<file path="config.mk">
export PLATFORM = sky130hd
export DESIGN_NAME = rtc_bcd_top
export DESIGN_NICKNAME = d
export VERILOG_FILES = /design/src/rtl/rtc_bcd_pkg.sv /design/src/rtl/rtc_bcd_calendar.sv /design/src/rtl/rtc_bcd_alarm_match.sv /design/src/rtl/rtc_bcd_top.sv
export SDC_FILE = /design/constraint.sdc
export NUM_CORES = 1
export LEC_CHECK = 0
export ABC_AREA = 1
export BUFFER_PORTS_ARGS = -buffer_cell sky130_fd_sc_hd__buf_4
export CAP_MARGIN = 15
export CORE_MARGIN = 2
export CORE_UTILIZATION = 50
export CTS_CLUSTER_DIAMETER = 120
export DETAILED_ROUTE_END_ITERATION = 7
export GPL_TIMING_DRIVEN = 0
export PLACE_DENSITY = 0.66
export SYNTH_ARGS = -nofsm -noshare
export SYNTH_HDL_FRONTEND = slang
export SYNTH_SLANG_ARGS = --single-unit
</file>
<file path="constraint.sdc">
create_clock -name clk -period 3.39 [get_ports clk]
set_input_delay 0.1695 -clock clk [delete_from_list [all_inputs] [get_ports clk]]
set_output_delay 0.1695 -clock clk [all_outputs]
set_load 0.01 [all_outputs]
</file>
<file path="src/rtl/rtc_bcd_pkg.sv">
package rtc_bcd_pkg;
    localparam int FIELD_CNT = 7;
    localparam int ALM_CNT   = 6;
    localparam int F_SEC  = 0;
    localparam int F_MIN  = 1;
    localparam int F_HR   = 2;
    localparam int F_DAY  = 3;
    localparam int F_MON  = 4;
    localparam int F_YR   = 5;
    localparam int F_WDAY = 6;

    localparam int A_ALM0 = 7;
    localparam int A_ALML = A_ALM0 + ALM_CNT - 1;
    localparam int A_CTRL = 13;
    localparam int A_STAT = 14;
    localparam int A_IEN  = 15;

    typedef logic [7:0] bcd_t;
    typedef bcd_t [FIELD_CNT-1:0] tvec_t;

    localparam tvec_t TIME_RST = {8'h00, 8'h00, 8'h01, 8'h01, 8'h00, 8'h00, 8'h00};

    typedef enum logic {SQ_WAIT, SQ_CHECK} seq_t;

    function automatic bcd_t bcd_inc(input bcd_t v);
        if (v[3:0] == 4'h9) return {v[7:4] + 4'h1, 4'h0};
        return {v[7:4], v[3:0] + 4'h1};
    endfunction

    function automatic bcd_t month_len(input bcd_t mon, input bcd_t yr);
        logic [7:0] ybin;
        ybin = ({4'b0, yr[7:4]} * 8'd10) + {4'b0, yr[3:0]};
        case (mon)
            8'h02:                      return (ybin[1:0] == 2'b00) ? 8'h29 : 8'h28;
            8'h04, 8'h06, 8'h09, 8'h11: return 8'h30;
            default:                    return 8'h31;
        endcase
    endfunction
endpackage

</file>
<file path="src/rtl/rtc_bcd_calendar.sv">
module rtc_bcd_calendar
    import rtc_bcd_pkg::*;
(
    input  logic       clk,
    input  logic       rst_n,
    input  logic       adv,
    input  logic       h12,
    input  logic       ld_en,
    input  logic [2:0] ld_idx,
    input  bcd_t       ld_val,
    output tvec_t      now
);
    tvec_t nxt;
    logic  c_min, c_hr, c_day, c_mon;
    bcd_t  hv;

    always_comb begin
        nxt   = now;
        c_min = 1'b0;
        c_hr  = 1'b0;
        c_day = 1'b0;
        c_mon = 1'b0;
        hv    = now[F_HR] & 8'h7F;
        if (now[F_SEC] == 8'h59) begin
            nxt[F_SEC] = 8'h00;
            c_min      = 1'b1;
        end else nxt[F_SEC] = bcd_inc(now[F_SEC]);
        if (c_min) begin
            if (now[F_MIN] == 8'h59) begin
                nxt[F_MIN] = 8'h00;
                c_hr       = 1'b1;
            end else nxt[F_MIN] = bcd_inc(now[F_MIN]);
        end
        if (c_hr) begin
            if (h12) begin
                if (hv == 8'h11) begin
                    nxt[F_HR] = {~now[F_HR][7], 7'h12};
                    c_day     = now[F_HR][7];
                end else if (hv == 8'h12) nxt[F_HR] = {now[F_HR][7], 7'h01};
                else nxt[F_HR] = {now[F_HR][7], 7'(bcd_inc(hv))};
            end else if (now[F_HR] == 8'h23) begin
                nxt[F_HR] = 8'h00;
                c_day     = 1'b1;
            end else nxt[F_HR] = bcd_inc(now[F_HR]);
        end
        if (c_day) begin
            nxt[F_WDAY] = (now[F_WDAY] == 8'h06) ? 8'h00 : bcd_inc(now[F_WDAY]);
            if (now[F_DAY] == month_len(now[F_MON], now[F_YR])) begin
                nxt[F_DAY] = 8'h01;
                c_mon      = 1'b1;
            end else nxt[F_DAY] = bcd_inc(now[F_DAY]);
        end
        if (c_mon) begin
            if (now[F_MON] == 8'h12) begin
                nxt[F_MON] = 8'h01;
                nxt[F_YR]  = (now[F_YR] == 8'h99) ? 8'h00 : bcd_inc(now[F_YR]);
            end else nxt[F_MON] = bcd_inc(now[F_MON]);
        end
    end

    always_ff @(posedge clk) begin
        if (!rst_n)     now <= TIME_RST;
        else if (adv)   now <= nxt;
        else if (ld_en) now[ld_idx] <= ld_val;
    end
endmodule

</file>
<file path="src/rtl/rtc_bcd_alarm_match.sv">
module rtc_bcd_alarm_match
    import rtc_bcd_pkg::*;
#(
    parameter int N = ALM_CNT
) (
    input  bcd_t [N-1:0] cur,
    input  bcd_t [N-1:0] alm,
    output logic         hit
);
    logic [N-1:0] eq;
    for (genvar g = 0; g < N; g++) begin : g_field
        assign eq[g] = (cur[g] == alm[g]);
    end
    assign hit = &eq;
endmodule

</file>
<file path="src/rtl/rtc_bcd_top.sv">
module rtc_bcd_top
    import rtc_bcd_pkg::*;
#(
    parameter int ADDR_W = 5
) (
    input  logic              clk,
    input  logic              rst_n,
    input  logic              sec_tick,
    input  logic              wr_en,
    input  logic              rd_en,
    input  logic [ADDR_W-1:0] addr,
    input  logic [7:0]        wdata,
    output logic [7:0]        rdata,
    output logic              irq
);
    localparam logic [ADDR_W-1:0] AD_CTRL = ADDR_W'(A_CTRL);
    localparam logic [ADDR_W-1:0] AD_STAT = ADDR_W'(A_STAT);
    localparam logic [ADDR_W-1:0] AD_IEN  = ADDR_W'(A_IEN);

    tvec_t              live_t, shadow_q;
    bcd_t [ALM_CNT-1:0] alm_q;
    logic               run_q, h12_q, alarm_q, pwr_q;
    logic [3:0]         ien_q, ev_q, ev_hit;
    logic               alm_hit, alarm_set, adv, in_time, in_alm;
    logic [2:0]         alm_idx;
    logic [7:0]         st_clr, rd_mux;
    seq_t               seq_q, seq_d;

    assign adv     = sec_tick & run_q;
    assign in_time = addr < ADDR_W'(FIELD_CNT);
    assign in_alm  = (addr >= ADDR_W'(A_ALM0)) && (addr <= ADDR_W'(A_ALML));
    assign alm_idx = 3'(addr - ADDR_W'(A_ALM0));
    assign st_clr  = (wr_en && addr == AD_STAT) ? wdata : 8'h00;

    rtc_bcd_calendar u_cal (
        .clk(clk), .rst_n(rst_n), .adv(adv), .h12(h12_q),
        .ld_en(wr_en & in_time & ~run_q), .ld_idx(addr[2:0]),
        .ld_val(wdata), .now(live_t)
    );

    rtc_bcd_alarm_match #(.N(ALM_CNT)) u_match (
        .cur(live_t[ALM_CNT-1:0]), .alm(alm_q), .hit(alm_hit)
    );

    // update sequencer: state register
    always_ff @(posedge clk) begin
        if (!rst_n) seq_q <= SQ_WAIT;
        else        seq_q <= seq_d;
    end

    // update sequencer: next state and outputs
    always_comb begin
        seq_d     = seq_q;
        ev_hit    = 4'b0000;
        alarm_set = 1'b0;
        unique case (seq_q)
            SQ_WAIT: begin
                if (adv) seq_d = SQ_CHECK;
            end
            SQ_CHECK: begin
                ev_hit[0] = 1'b1;
                ev_hit[1] = (live_t[F_SEC] == 8'h00);
                ev_hit[2] = ev_hit[1] && (live_t[F_MIN] == 8'h00);
                ev_hit[3] = ev_hit[2] && (live_t[F_HR] == (h12_q ? 8'h12 : 8'h00));
                alarm_set = alm_hit;
                seq_d     = adv ? SQ_CHECK : SQ_WAIT;
            end
        endcase
    end

    always_ff @(posedge clk) begin
        if (!rst_n) begin
            ev_q    <= 4'b0000;
            alarm_q <= 1'b0;
            pwr_q   <= 1'b1;
        end else begin
            ev_q    <= (ev_q & ~st_clr[5:2]) | ev_hit;
            alarm_q <= (alarm_q & ~st_clr[6]) | alarm_set;
            pwr_q   <= pwr_q & ~st_clr[7];
        end
    end

    always_ff @(posedge clk) begin
        if (!rst_n) begin
            run_q    <= 1'b0;
            h12_q    <= 1'b0;
            ien_q    <= 4'b0000;
            alm_q    <= '0;
            shadow_q <= TIME_RST;
        end else if (wr_en) begin
            if (addr == AD_CTRL) begin
                run_q <= wdata[0];
                h12_q <= wdata[3];
                if (wdata[6]) shadow_q <= live_t;
            end
            if (addr == AD_IEN) ien_q <= wdata[3:0];
            if (in_alm) alm_q[alm_idx] <= wdata;
        end
    end

    always_comb begin
        rd_mux = 8'h00;
        if (in_time)              rd_mux = shadow_q[addr[2:0]];
        else if (in_alm)          rd_mux = alm_q[alm_idx];
        else if (addr == AD_CTRL) rd_mux = {4'b0000, h12_q, 2'b00, run_q};
        else if (addr == AD_STAT) rd_mux = {pwr_q, alarm_q, ev_q, run_q, 1'b0};
        else if (addr == AD_IEN)  rd_mux = {4'b0000, ien_q};
    end

    always_ff @(posedge clk) begin
        if (!rst_n)     rdata <= 8'h00;
        else if (rd_en) rdata <= rd_mux;
    end

    assign irq = (ien_q[3] & alarm_q) | (ien_q[2] & ev_q[ien_q[1:0]]);
endmodule

</file>
### Yosys cells after proc, flatten, opt, wreduce, memory -nomap -nowiden

Cells that the tools add are included.

* output and inout bits: 9
* flip-flop bits (word level): 181
* input port bits: 18

* $mul: 1
* magnitude comparators: 8
* eq/ne operators: 45
* reductions and logical operators: 29
* bitwise logic cells: 16
* multiplexer cells: 92
* add/subtract/negate cells: 17

Operators with widths (count)
* 2-to-1 mux 8 bit: 38
* 2-to-1 mux 56 bit: 2
* adder 4 x 1 -> 4 bit (second input constant): 14
* bitwise mux 56 bit: 1
* == test 8 bit: 7
* binary-select mux 8 bit (select 3 bit): 2
* bitwise mux 48 bit: 1
* demux 8 bit (select 3 bit): 2
* 2-to-1 mux 1 bit: 37
* == test 4 bit (second input constant): 7
* == test 8 x 3 -> 1 bit (second input constant): 3
* 2-to-1 mux 7 bit: 3
* inequality test 3 x 1 -> 1 bit (second input constant): 6
* AND reduction 3 bit: 6
* == test 8 x 5 -> 1 bit (second input constant): 2
* == test 8 x 7 -> 1 bit (second input constant): 2
* logical NOT 8 bit: 2
* 2-to-1 mux 16 bit: 1
* one-hot mux 8 bit (2 select lines): 1
* AND reduction 2 bit: 8
* == test 5 x 4 -> 1 bit (second input constant): 3
* == test 7 x 5 -> 1 bit (second input constant): 2
* AND reduction 4 bit: 3
* inequality test 2 x 1 -> 1 bit (second input constant): 5
* 32 further kinds: 50

### Longest topological paths before layout

* depth in word-level cells: 15
* gate-level depth with buffers: 17
* depth with buffers taken out: 17

### By module

From an unflattened synthesis, not the netlist that was laid out.

* cells, all modules: 1591
* area total of the unflattened synthesis: 10601.4 sq um

By module, submodules not included
* rtc_bcd_top: cells an instance 892, times used 1, area each 5987.0 sq um
* rtc_bcd_calendar: cells an instance 576, times used 1, area each 3945.0 sq um
* rtc_bcd_alarm_match: cells an instance 123, times used 1, area each 669.4 sq um

### Worst setup path after synthesis

OpenSTA, ideal clock, no wires.

* path kind: input to register
* start point: input addr[0]
* end point: register alm_q[37] (netlist bit)
* data required time: 3.320 ns
* stages: 10
* slack: 1.259 ns
* arrival time: 2.061 ns
* setup time: 0.070 ns
* buffers on the path: 3
* path through: buf_2 > inv_1 > clkbuf_1 > ha_1 > nor2_1 > inv_1 > nor2_2 > buf_4 > o21ai_0 > a21oi_1

* cells in the longest elaborated chain, start to end: 6
* elaborated cells on any way between the ends: 11
* classes of those cells: add/sub: 1; order compare: 4; mux: 3; reduce/logical: 3

Ends and longest elaborated chain
* start: declaration: line rtc_bcd_top.sv:11 `input logic [ADDR_W-1:0] addr,`
* subtractor 3 bit: line rtc_bcd_top.sv:32 `assign alm_idx = 3'(addr - ADDR_W'(A_ALM0));`
* < comparator 3 x 4 -> 1 bit (implied by the code) or >= comparator 3 x 1 -> 1 bit (tied branches): line rtc_bcd_top.sv:97 `if (in_alm) alm_q[alm_idx] <= wdata;`
* logical AND 1 bit (implied by the code): line rtc_bcd_top.sv:97
* 2-to-1 mux 8 bit (implied by the code): line rtc_bcd_top.sv:97
* demux 8 bit (select 3 bit): line rtc_bcd_top.sv:97
* bitwise mux 48 bit: line rtc_bcd_top.sv:97
* end signal: indexed assignment: line rtc_bcd_top.sv:97
* end: declaration: line rtc_bcd_top.sv:21 `bcd_t [ALM_CNT-1:0] alm_q;`

Several ways; a longest one is shown, not always the timed one.
A chain may end at the register's enable or synchronous reset.

### Worst setup path after layout

* start point: input addr[0]
* end point: register rdata[6]

* cells in the longest elaborated chain, start to end: 5
* elaborated cells on any way between the ends: 15
* classes of those cells: add/sub: 1; order compare: 3; eq/ne: 2; mux: 8; reduce/logical: 1

Ends and longest elaborated chain
* subtractor 3 bit or == test 5 x 4 -> 1 bit (tied branches): line rtc_bcd_top.sv:32, rtc_bcd_top.sv:106
* binary-select mux 8 bit (select 3 bit) or 2-to-1 mux 8 bit (tied branches): line rtc_bcd_top.sv:104, rtc_bcd_top.sv:106
* 2-to-1 mux 8 bit, on equally long branches: line rtc_bcd_top.sv:104, rtc_bcd_top.sv:105
* 2-to-1 mux 8 bit: line rtc_bcd_top.sv:104 `else if (in_alm) rd_mux = alm_q[alm_idx];`
* 2-to-1 mux 8 bit *: line rtc_bcd_top.sv:103 `if (in_time) rd_mux = shadow_q[addr[2:0]];`
* end signal: assignment: line rtc_bcd_top.sv:112 `else if (rd_en) rdata <= rd_mux;`
* end: declaration: line rtc_bcd_top.sv:13 `output logic [7:0] rdata,`

Mark *: on every way between the ends. The rest lies on a longest branch, timed or not. The select of a mux whose other input is x is not followed.

==> metrics.log <==
[metrics] run status: finished, final reports clean
[metrics] number of cells on the worst reg-to-reg path: 9
[metrics] post-layout minimum cycle time: 2.77 ns
[metrics] gpl congestion: 1.02
[metrics] Worst EP arrival: 3.09 ns
[metrics] die footprint: 20,800 um^2
[metrics] layout overhead on the synthesized area: 11.5%
[metrics] P_sw: 1300 uW
[metrics] detailed-placement wirelength estimate: 29.4 mm
[metrics] nets@finish: 1,491
[metrics] path class of the lowest-slack min-delay path: in2reg
[metrics] WHS: 0.0234 ns
[metrics] total wirelength of the detailed-routed design: 39.4 mm
[metrics] Setup crit end kind: flop
[metrics] setup repair after global routing missed its margin: no
[metrics] DR vias/cell: 6.11
[metrics] Bufs on Longest Clock Path: 2
[metrics] worst setup slack before clock tree synthesis: 0.265 ns
[metrics] FP Rows: 51
[metrics] number of buffers created by CTS: 17
[metrics] post-synth cell types: 49
[metrics] placed cell area: 10,300 um^2
[metrics] Crit Path Class: in2reg
[metrics] syn nets: 1,450
[metrics] number of setup violations in the final report: 0
[metrics] Max FO, Critical Path: 11
[metrics] first-iteration detailed-routing DRC count: 1,438
[metrics] total global routing track utilization: 0.381
[metrics] fraction of layout instances using a drive strength above 1: 0.0798
[metrics] Post-Layout Inst Area: 11,000 um^2
[metrics] final global-route overflow total: 0
[metrics] H-tree depth: 4
[metrics] post-CTS sizing: 0
[metrics] power share of the sequential group: 0.454
[metrics] global-route wire length before repair: 57.5 mm
[metrics] Least-Margin Pin Slew: 0.951 ns
[metrics] max-slew headroom at the worst pin: 0.366
[metrics] sequential fraction of the synthesis area: 0.368
[metrics] Total Neg Setup Slack: 0 ns
[metrics] Final Hold Viols: 0
[metrics] First-pass DRT Iterations: 6
[metrics] clock network power share: 0.458
[metrics] number of antenna violations at the first check in global routing: 0
[metrics] peak clock frequency supported by timing: 361 MHz
[metrics] Cell Area, Synth: 9850 um^2
[metrics] DRT antenna net count: 0
[metrics] Die W: 144 um
[metrics] number of antenna cells inserted: 0
[metrics] mean cell area of the mapped netlist: 7.03 um^2
[metrics] wire per inst: 22.9 um
[metrics] count of boundary I/O pins: 27
[metrics] endpoint required time on the critical path: 3.70 ns
[metrics] final max-slew violation count: 0
[metrics] number of maximum-capacitance violations: 0
[metrics] share of the synthesized area in the top cell type: 0.368
[metrics] CTS tree: built
[metrics] most numerous cell in the Yosys netlist: sky130_fd_sc_hd__nand2_1
[metrics] port buffer count: 22
[metrics] primary flip-flop cell chosen by synthesis mapping: sky130_fd_sc_hd__dfxtp_1
[metrics] cell area power density: 440 nW/um^2
[metrics] Synth warnings: 0
[metrics] number of global-route vias before repair: 9,288
[metrics] number of instances in the synthesized netlist: 1,401
[metrics] clock tree root buffer cell: sky130_fd_sc_hd__clkbuf_16
[metrics] Switching Share: 0.269
[metrics] post-detailed-route DRC marker count: 0
[metrics] cell depth of the worst min-delay path: 3
[metrics] top area cells in the synthesized netlist: sky130_fd_sc_hd__dfxtp_1 (37%), sky130_fd_sc_hd__o21ai_0 (9.2%), sky130_fd_sc_hd__nand2_1 (8.9%)
[metrics] count of flip-flops with a built-in enable after synthesis: 0
[metrics] effective utilization at floorplan: 0.508
[metrics] Clock Latency Late Sink: 0.45 ns
[metrics] fraction of power consumed by combinational cells: 0.088
[metrics] async set-reset flop share out of synthesis: 0
[metrics] post-synthesis cell type with the largest combined area: sky130_fd_sc_hd__dfxtp_1
[metrics] number of storage elements in the synthesis netlist: 181
[metrics] routed via count: 10,500
[metrics] die outline height: 144 um
[metrics] leakage component of the power: 0.00461 uW
[metrics] Setup Buffers After CTS: 0
[metrics] largest net degree at the start of global routing: 17
[metrics] clock sink count: 181
[metrics] IR Drop Worst-Case VDD: 0.339 mV
[metrics] clock transition at the register clock pins on the worst setup and hold paths after CTS: 0.07 ns
[metrics] crit path setup slack, layout: 0.617 ns
[metrics] Tot Pwr: 4830 uW
[metrics] internal power: 3530 uW
[metrics] final cycle utilization of the critical path: 0.818
[metrics] top cells by count, synth: sky130_fd_sc_hd__nand2_1 (233), sky130_fd_sc_hd__o21ai_0 (182), sky130_fd_sc_hd__dfxtp_1 (181), sky130_fd_sc_hd__a21oi_1 (164), sky130_fd_sc_hd__inv_1 (126)
[metrics] standard cell core area: 19,400 um^2
[metrics] maximum clock skew at final layout: 0.0144 ns
[metrics] nature of the critical path startpoint: primary input
[metrics] Post-CTS Hold Fix Bufs: 0
[per-stage QoR]
| step | utilization | cells |
|---|---|---|
| floorplan | - | 1401 |
| global placement | 0.533 | 1688 |
| detailed placement | 0.533 | 1688 |
| CTS | 0.566 | 1719 |
| global route | 0.566 | 1719 |
| finish | 0.566 | 1719 |
[power by group through the flow]
stage	Combinational, uW	Sequential, uW	Clock (uW)
after global placement	404	2240	0
after global routing	447	2190	2300
after detailed placement	404	2240	0
after floorplan	242	2230	0
after CTS	406	2190	2210
final	423	2190	2210
[state kept, by name, summed over array words and instances (netlist names)]
| register | cells |
|---|---|
| shadow_q | 56 |
| u_cal.now | 56 |
| alm_q | 48 |
| rdata | 8 |
| ev_q | 4 |
| ien_q | 4 |
| alarm_q | 1 |
| h12_q | 1 |
| pwr_q | 1 |
| run_q | 1 |
| seq_q | 1 |
[critical path: stages]
cell	delay (ns)
sky130_fd_sc_hd__buf_4	0.13
sky130_fd_sc_hd__buf_2	0.20
sky130_fd_sc_hd__inv_1	0.15
sky130_fd_sc_hd__clkbuf_1	0.57
sky130_fd_sc_hd__ha_1	0.34
sky130_fd_sc_hd__inv_1	0.06
sky130_fd_sc_hd__nand2_1	0.12
sky130_fd_sc_hd__buf_1	0.41
sky130_fd_sc_hd__o21ai_0	0.19
sky130_fd_sc_hd__a21oi_1	0.26
sky130_fd_sc_hd__o21ai_0	0.15
sky130_fd_sc_hd__o21ai_0	0.25
sky130_fd_sc_hd__a21oi_1	0.09
[cells by family after synthesis]
kind of cell	share of synthesized area
DFF	0.368
muxes	0.0102
buffers and inverters	0.0788
AOI/OAI and AO/OA	0.248
xor gates and xnor gates	0.0320
and+or+nand+nor	0.224
adders and majority gates	0.0394
[per-layer routing]
layer  GRT usage  up-vias  wire length (um)  share of wire
li1            -     4863                 -              -
met1       0.545     4863             16900           0.43
met2       0.556      648             16700           0.42
met3      0.0623      124              3850          0.098
met4       0.185        2              1930          0.049
met5           0        -                29        0.00074
[cell usage in the layout, fill, tap and decap left out, drive strengths merged, types with 5 or more instances in the layout]
cell type  synthesis  routed
a31oi              5       5
inv              130     135
a211oi             5       5
clkbuf            30      48
dfxtp            181     181
clkinv             6       8
o21ai            187     187
nor3              11      11
mux2i             10      10
nor2             141     141
buf               27      49
o221ai             7       7
nand3             97      97
xnor2             13      13
nand2            241     241
o22ai             43      43
ha                31      31
nand4             12      12
a21oi            165     165
xor2              23      23
[area by class of cell]
| cell class | count | area [um^2] |
|---|---|---|
| fill | 1991 | 8420 |
| multi-input combinational | 1027 | 5450 |
| sequential | 181 | 3620 |
| inverter | 136 | 514 |
| clock buffer | 18 | 439 |
| tap | 265 | 332 |
| buffer | 57 | 262 |
| clock inverter | 13 | 193 |
| timing repair buffer | 22 | 165 |
[path summary, 6_finish.rpt]
kind	to	slack, ns	from
hold reg to reg	rdata[6]	0.46	rdata[6]
setup / recovery	rdata[6]	0.62	addr[0]
setup reg to reg	u_cal.now[5]	0.63	run_q
hold / removal	ien_q[2]	0.02	wdata[2]
Power figures use the tool's default switching activity.
